$ cat src/rtl/eg_pkg.sv
package eg_pkg;

    localparam int          LVL_W   = 12;
    localparam logic [11:0] LVL_MAX = 12'hFFC;
    localparam int          RATE_W  = 6;
    localparam int          INC_W   = 8;

    typedef enum logic [1:0] {
        EG_ATTACK  = 2'd0,
        EG_DECAY   = 2'd1,
        EG_SUSTAIN = 2'd2,
        EG_RELEASE = 2'd3
    } eg_state_e;

    typedef struct packed {
        logic [4:0]       ar;
        logic [4:0]       dr;
        logic [4:0]       sr;
        logic [3:0]       rr;
        logic [LVL_W-1:0] tl;
        logic [LVL_W-1:0] sl;
        logic [1:0]       ks;
    } eg_cfg_t;

    // increment rows, two bits per step, step 0 in the low bits
    localparam logic [15:0] PAT_ROW [8] = '{
        16'h4444, 16'h4544, 16'h5454, 16'h5554,
        16'h5555, 16'h9595, 16'h9999, 16'hA9A9
    };

    function automatic logic [RATE_W-1:0] eff_rate(logic [4:0] raw, logic [4:0] kc, logic [1:0] ks);
        logic [6:0] sum;
        if (raw == 5'd0) return '0;
        sum = {1'b0, raw, 1'b0} + 7'(kc >> ks);
        return (sum > 7'd63) ? 6'd63 : sum[5:0];
    endfunction

    function automatic logic [3:0] div_shift(logic [RATE_W-1:0] rate);
        return (rate < 6'd48) ? 4'((6'd47 - rate) >> 2) : 4'd0;
    endfunction

    function automatic logic [INC_W-1:0] pattern_inc(logic [RATE_W-1:0] rate, logic [2:0] step);
        logic [2:0] row;
        logic [1:0] base;
        logic [1:0] ext;
        if (rate < 6'd3) return '0;
        if (rate < 6'd8)       row = ((rate & 6'd6) == 6'd6) ? 3'd2 : 3'd1;
        else if (rate < 6'd48) row = {1'b0, rate[1:0]};
        else                   row = {1'b1, rate[1:0]};
        base = PAT_ROW[row][{step, 1'b0} +: 2];
        ext  = (rate >= 6'd48) ? 2'(rate[5:2] - 4'd12) : 2'd0;
        return INC_W'(({6'b0, base} << ext) << 2);
    endfunction

endpackage

$ cat src/rtl/eg_slot_seq.sv
module eg_slot_seq #(
    parameter int NUM_OPS     = 24,
    parameter int SLOT_CYCLES = 72,
    parameter int CNT_W       = 16,
    localparam int OP_W       = $clog2(NUM_OPS)
) (
    input  logic             clk,
    input  logic             rst,
    output logic             tick,
    output logic [OP_W-1:0]  op_idx,
    output logic [CNT_W-1:0] pass_cnt
);
    generate
        if (SLOT_CYCLES <= 1) begin : g_every
            assign tick = 1'b1;
        end else begin : g_div
            localparam int PS_W = $clog2(SLOT_CYCLES);
            logic [PS_W-1:0] ps_q;
            always_ff @(posedge clk) begin
                if (rst)
                    ps_q <= '0;
                else if (ps_q == PS_W'(SLOT_CYCLES - 1))
                    ps_q <= '0;
                else
                    ps_q <= ps_q + 1'b1;
            end
            assign tick = (ps_q == PS_W'(SLOT_CYCLES - 1));
        end
    endgenerate

    always_ff @(posedge clk) begin
        if (rst) begin
            op_idx   <= '0;
            pass_cnt <= '0;
        end else if (tick) begin
            if (op_idx == OP_W'(NUM_OPS - 1)) begin
                op_idx   <= '0;
                pass_cnt <= pass_cnt + 1'b1;
            end else begin
                op_idx <= op_idx + 1'b1;
            end
        end
    end
endmodule

$ cat src/rtl/eg_rate_sel.sv
module eg_rate_sel
    import eg_pkg::*;
#(
    parameter int CNT_W = 16
) (
    input  eg_state_e          state,
    input  eg_cfg_t            cfg,
    input  logic [4:0]         kc,
    input  logic [CNT_W-1:0]   pass_cnt,
    output logic [RATE_W-1:0]  rate,
    output logic [RATE_W-1:0]  dr_rate,
    output logic               upd,
    output logic [INC_W-1:0]   inc
);
    logic [4:0]       raw;
    logic [3:0]       sh;
    logic [CNT_W-1:0] mask;
    logic [2:0]       step;

    always_comb begin
        unique case (state)
            EG_ATTACK:  raw = cfg.ar;
            EG_DECAY:   raw = cfg.dr;
            EG_SUSTAIN: raw = cfg.sr;
            default:    raw = {cfg.rr, 1'b1};
        endcase
        rate    = eff_rate(raw, kc, cfg.ks);
        dr_rate = eff_rate(cfg.dr, kc, cfg.ks);
        sh      = div_shift(rate);
        mask    = (CNT_W'(1) << sh) - CNT_W'(1);
        step    = 3'((pass_cnt >> sh) & CNT_W'(7));
        inc     = pattern_inc(rate, step);
        upd     = ((pass_cnt & mask) == '0) && (inc != '0);
    end
endmodule

$ cat src/rtl/eg_level_step.sv
module eg_level_step
    import eg_pkg::*;
(
    input  eg_state_e         state,
    input  logic [LVL_W-1:0]  level,
    input  logic [LVL_W-1:0]  tl,
    input  logic [LVL_W-1:0]  sl,
    input  logic [RATE_W-1:0] rate,
    input  logic [RATE_W-1:0] dr_rate,
    input  logic              upd,
    input  logic [INC_W-1:0]  inc,
    output logic [LVL_W-1:0]  nxt_level,
    output eg_state_e         nxt_state
);
    logic [18:0]        prod;
    logic [14:0]        dec;
    logic signed [15:0] diff;
    logic [12:0]        sum;

    always_comb begin
        nxt_level = level;
        nxt_state = state;
        prod = (19'(level) + 19'd1) * 19'(inc);
        dec  = 15'((prod + 19'd15) >> 4);
        diff = $signed({4'b0, level}) - $signed({1'b0, dec});
        sum  = 13'(level) + 13'(inc);
        if (state == EG_ATTACK && rate == 6'd63) begin
            nxt_level = tl;
            nxt_state = EG_DECAY;
            if (dr_rate == 6'd63) begin
                nxt_level = sl;
                nxt_state = EG_SUSTAIN;
            end
        end else if (state == EG_DECAY && rate == 6'd63) begin
            nxt_level = sl;
            nxt_state = EG_SUSTAIN;
        end else if (upd) begin
            if (state == EG_ATTACK) begin
                if (diff <= $signed({4'b0, tl})) begin
                    nxt_level = tl;
                    nxt_state = EG_DECAY;
                end else begin
                    nxt_level = diff[LVL_W-1:0];
                end
            end else begin
                nxt_level = (sum > 13'(LVL_MAX)) ? LVL_MAX : sum[LVL_W-1:0];
                if (state == EG_DECAY && nxt_level >= sl) begin
                    nxt_level = sl;
                    nxt_state = EG_SUSTAIN;
                end
            end
        end
    end
endmodule

$ cat src/rtl/fm_env_gen.sv
module fm_env_gen
    import eg_pkg::*;
#(
    parameter int NUM_CH      = 6,
    parameter int OPS_PER_CH  = 4,
    parameter int SLOT_CYCLES = 72,
    parameter int CNT_W       = 16,
    localparam int NUM_OPS    = NUM_CH * OPS_PER_CH,
    localparam int OP_W       = $clog2(NUM_OPS),
    localparam int CH_W       = $clog2(NUM_CH)
) (
    input  logic             clk,
    input  logic             rst,
    input  logic             key_we,
    input  logic [OP_W-1:0]  key_op,
    input  logic             key_on,
    input  logic             cfg_we,
    input  logic [OP_W-1:0]  cfg_op,
    input  logic [4:0]       cfg_ar,
    input  logic [4:0]       cfg_dr,
    input  logic [4:0]       cfg_sr,
    input  logic [3:0]       cfg_rr,
    input  logic [3:0]       cfg_sl,
    input  logic [6:0]       cfg_tl,
    input  logic [1:0]       cfg_ks,
    input  logic             kc_we,
    input  logic [CH_W-1:0]  kc_ch,
    input  logic [4:0]       kc_val,
    output logic             out_valid,
    output logic [OP_W-1:0]  out_op,
    output logic [11:0]      out_level,
    output logic [1:0]       out_state
);
    logic [LVL_W-1:0] lvl_q [NUM_OPS];
    eg_state_e        st_q  [NUM_OPS];
    eg_cfg_t          cfg_q [NUM_OPS];
    logic [4:0]       kc_q  [NUM_CH];

    logic             slot_tick;
    logic [OP_W-1:0]  svc_op;
    logic [CNT_W-1:0] pass_cnt;
    logic [CH_W-1:0]  svc_ch;
    eg_state_e        svc_st, nxt_st;
    logic [LVL_W-1:0] svc_lvl, nxt_lvl;
    eg_cfg_t          svc_cfg;
    logic [RATE_W-1:0] svc_rate, svc_dr_rate;
    logic             svc_upd;
    logic [INC_W-1:0] svc_inc;

    eg_slot_seq #(.NUM_OPS(NUM_OPS), .SLOT_CYCLES(SLOT_CYCLES), .CNT_W(CNT_W)) u_seq (
        .clk(clk), .rst(rst), .tick(slot_tick), .op_idx(svc_op), .pass_cnt(pass_cnt)
    );

    assign svc_ch  = CH_W'(svc_op / OP_W'(OPS_PER_CH));
    assign svc_st  = st_q[svc_op];
    assign svc_lvl = lvl_q[svc_op];
    assign svc_cfg = cfg_q[svc_op];

    eg_rate_sel #(.CNT_W(CNT_W)) u_rate (
        .state(svc_st), .cfg(svc_cfg), .kc(kc_q[svc_ch]), .pass_cnt(pass_cnt),
        .rate(svc_rate), .dr_rate(svc_dr_rate), .upd(svc_upd), .inc(svc_inc)
    );

    eg_level_step u_step (
        .state(svc_st), .level(svc_lvl), .tl(svc_cfg.tl), .sl(svc_cfg.sl),
        .rate(svc_rate), .dr_rate(svc_dr_rate), .upd(svc_upd), .inc(svc_inc),
        .nxt_level(nxt_lvl), .nxt_state(nxt_st)
    );

    always_ff @(posedge clk) begin
        if (rst) begin
            for (int i = 0; i < NUM_OPS; i++) begin
                lvl_q[i] <= LVL_MAX;
                st_q[i]  <= EG_RELEASE;
                cfg_q[i] <= '0;
            end
            for (int c = 0; c < NUM_CH; c++) kc_q[c] <= '0;
            out_valid <= 1'b0;
            out_op    <= '0;
            out_level <= LVL_MAX;
            out_state <= EG_RELEASE;
        end else begin
            out_valid <= slot_tick;
            if (slot_tick) begin
                lvl_q[svc_op] <= nxt_lvl;
                st_q[svc_op]  <= nxt_st;
                out_op        <= svc_op;
                out_level     <= nxt_lvl;
                out_state     <= nxt_st;
            end
            if (cfg_we && cfg_op < OP_W'(NUM_OPS))
                cfg_q[cfg_op] <= '{ar: cfg_ar, dr: cfg_dr, sr: cfg_sr, rr: cfg_rr,
                                   tl: {cfg_tl, 5'b0}, sl: {cfg_sl, 8'b0}, ks: cfg_ks};
            if (kc_we && kc_ch < CH_W'(NUM_CH))
                kc_q[kc_ch] <= kc_val;
            if (key_we && key_op < OP_W'(NUM_OPS)) begin
                st_q[key_op] <= key_on ? EG_ATTACK : EG_RELEASE;
                if (key_on) lvl_q[key_op] <= LVL_MAX;
            end
        end
    end
endmodule

$ cat config.mk
export PLATFORM = sky130hd
export DESIGN_NAME = fm_env_gen
export DESIGN_NICKNAME = d
export VERILOG_FILES = /design/src/rtl/eg_pkg.sv /design/src/rtl/eg_slot_seq.sv /design/src/rtl/eg_rate_sel.sv /design/src/rtl/eg_level_step.sv /design/src/rtl/fm_env_gen.sv
export SDC_FILE = /design/constraint.sdc
export NUM_CORES = 2
export LEC_CHECK = 0
export ABC_AREA = 0
export BUFFER_PORTS_ARGS = -buffer_cell sky130_fd_sc_hd__buf_2
export CORE_MARGIN = 1
export CORE_UTILIZATION = 30
export CTS_BUF_LIST = sky130_fd_sc_hd__clkbuf_16
export CTS_CLUSTER_DIAMETER = 200
export DETAILED_ROUTE_END_ITERATION = 10
export HOLD_SLACK_MARGIN = 0.1
export PLACE_DENSITY = 0.52
export SLEW_MARGIN = 10
export SYNTH_ARGS = -nofsm -noshare
export SYNTH_HDL_FRONTEND = slang
export SYNTH_HIERARCHICAL = 1
export SYNTH_SLANG_ARGS = --single-unit
$ cat constraint.sdc
create_clock -name clk -period 15.3 [get_ports clk]
set_input_delay 3.06 -clock clk [delete_from_list [all_inputs] [get_ports clk]]
set_output_delay 3.06 -clock clk [all_outputs]
set_load 0.005 [all_outputs]
==> results.md <==
- Status: completed
- Maximum clock frequency: between 0.06 and 0.07 GHz
- Ys Warns: 6
- Clock transition at path regs: 0.06 ns
- H-tree depth: 4
- Non-Filler Instances: 10.4k
- P&R area growth vs syn: 15.8%
- Clock skew: 0.0709 ns
- First DRT Iteration DRCs: 4,970
- Rows: about 180
- Gpl congestion: 0.863
- CP arrival: 14.99 ns
- Crit Reg-Reg Endpoint: lvl_q[18][10]$_SDFFE_PP1P_
- Slew Viols, Final: 0
- Bufs on Longest Clock Path: 3
- Mapped Area: approximately 76,000 um2
- Hold Crit Class: reg -> reg
- Leakage: 0.0301 uW
- Reg2reg setup slack: 0.94 ns
- Area of the core: 252,000 um2
- Hold Buf Count CTS: 0
- Routed wire length per instance: around 24 um
- Largest stage delay, worst path: 0.68 ns
- Worst Reg-to-Reg Cells: 55
- Chip Height: 506 um
- Worst skew pair latency: 0.83 ns
- DRC: 0
- Crit-path most repeated cell: buf_4
- Vias: around 54k
- All-layer global routing usage: 0.193
- Placed cells: 10.1k
- DP Worst Slack: -0.185 ns
- Final Setup Violations: 0
- Rel. slew slack: 0.0394
- Critical path type: reg -> reg
- Routed vias/inst: 5.18
- Vias in the first global route: about 53k
- Unrepaired setup endpoints after global routing: false
- HPWL Detailed: ~160,000 um
- Initial Utilization: 0.303
- PortBufs: 75
- Max-Cap Viols: 0
- Startpoint types: register
- Fin crit share: 0.939
- Largest net degree at the start of global routing: 91
- Sink Count: ~1.6k
- CP Capture Type: register
- Routed WL: 254,000 um
- Mapped Avg Cell Area: 11.4 um2
- Drt first pass iters: 5
- Layout cell share with drive strength beyond 1: 0.119
- Period minus WS final: 14.36 ns
- Required time of the critical path: 15.93 ns
- Nets: 7,157
- Syn Inst Count: 6,661
- Worst Hold Path Cells: 2
- Root Buffer: clkbuf_16
- Setup WS post-layout: between 0.9 and 1 ns
- Critical-path cell with the highest stage delay: mux4_2
- Least-Margin Pin Slew: 1.43 ns
- I/O pins: 76
- CP Max Fanout: 33
- Die area: 256,000 um2
- PD cells: 167 nW/um2
- Min-delay src: lvl_q[11][1]$_SDFFE_PP0P_
- Antenna Nets Post-Route: 0
- Die span in x: 506 um
- Final hold vios: 0
- CTS tree: done
- First-pass GRT wire length: 367,000 um
- Hold path endpoint: lvl_q[11][1]$_SDFFE_PP0P_
- Hold Slack: 0.470 ns
- Worst r2r src: u_seq/op_idx[4]$_SDFFE_PP0N_
- CTS buffer count: 168
- Initial antenna violation count: 21
- Worst setup path startpoint: u_seq/op_idx[4]$_SDFFE_PP0N_
- Fill cell count: 24.8k
- Max VDD drop: about 0.00055 V
- Gr ovfl total: 0
[state kept, by name, summed over array words and instances (netlist names)]
name              flops
u_seq/pass_cnt       15
out_op                5
out_state             2
out_valid             1
cfg_q              1024
kc_q                 40
lvl_q               384
out_level            12
st_q                 64
u_seq/op_idx          5
u_seq/g_div.ps_q      7
[timing repair]
action,in CTS,in global routing
cloned,0,0
resized for setup,1,10
buffers inserted,0,15
setup endpoints to repair,363,429
pin swaps,0,3
[power by group]
group          switching, uW  internal [uW]
Sequential              44.8           4710
Combinational           3780           2260
Clock                   1780           2210
Total                   5600           9170
[layout by cell type, fill, tap and decap left out, types with 27 or more instances in the layout]
master,n
a21oi_1,103
and2_1,842
buf_12,36
buf_2,74
buf_4,242
clkbuf_16,169
clkinv_1,39
conb_1,307
dfxtp_1,426
edfxtp_1,1128
fa_1,71
ha_1,98
inv_1,192
mux2_2,99
mux2i_1,791
nand2_1,262
nand3_1,79
nor2_1,402
nor2_2,27
nor2b_1,47
nor3_1,279
nor4_1,95
o21ai_0,306
o21ai_4,28
o22ai_1,373
o31a_1,52
or3_1,47
[layer usage]
layer | routed length, um | GRT usage | share of wire
met1 | 108000 | 0.254 | 0.43
met2 | 122000 | 0.324 | 0.48
met3 | 15600 | 0.0272 | 0.061
met4 | 8620 | 0.0662 | 0.034
met5 | 0 | 0 | 0
[critical path: cells and delay by family, from the launching register on]
kind,cells,cell delay (ns)
AND/OR/NAND/NOR,14,2.97
AO/OA/AOI/OAI,19,3.93
XOR/XNOR,2,0.34
multiplexers,1,0.68
adder cells (fa/ha/maj),9,3.81
buffers and inverters,10,1.79
flip-flops,1,0.58
[worst max path at each step]
| stage | to | cells after the start |
|---|---|---|
| 6_report | lvl_q[18][10]$_SDFFE_PP1P_ | 55 |
| 5_1_grt | lvl_q[3][10]$_SDFFE_PP1P_ | 54 |
| 4_1_cts | lvl_q[8][6]$_SDFFE_PP1P_ | 54 |
| 3_5_place_dp | lvl_q[8][6]$_SDFFE_PP1P_ | 54 |
| 3_3_place_gp | lvl_q[8][6]$_SDFFE_PP1P_ | 51 |
| 2_1_floorplan | st_q[13][0]$_DFFE_PP_ | 58 |
[cell type report]
type                    instances  area (um2)  area share
diodes                          3        7.51   0.0000851
clock buffers                 169        4230      0.0479
clock inverters               139        1100      0.0125
inverters                     154         586     0.00664
multi-input cells            4695       32700       0.370
flip-flops and latches       1559       42500       0.482
well taps                    3348        4190      0.0475
repair buffers                354        2930      0.0333
[stage by stage]
| step | setup TNS (ns) | utilization | instance area, um2 | total power [uW] |
|---|---|---|---|---|
| 6_report | 0 | 0.350 | 88200 | 14800 |
| 5_1_grt | 0 | 0.350 | 88200 | 15700 |
| 4_1_cts | 0 | 0.349 | 88000 | 14800 |
| 3_5_place_dp | -14.76 | 0.328 | 82600 | 10800 |
| 3_3_place_gp | -52.40 | 0.328 | 82600 | 10700 |
| 2_1_floorplan | 0 | - | 77300 | 8980 |
Note: power is estimated with default switching activity, not from simulation.
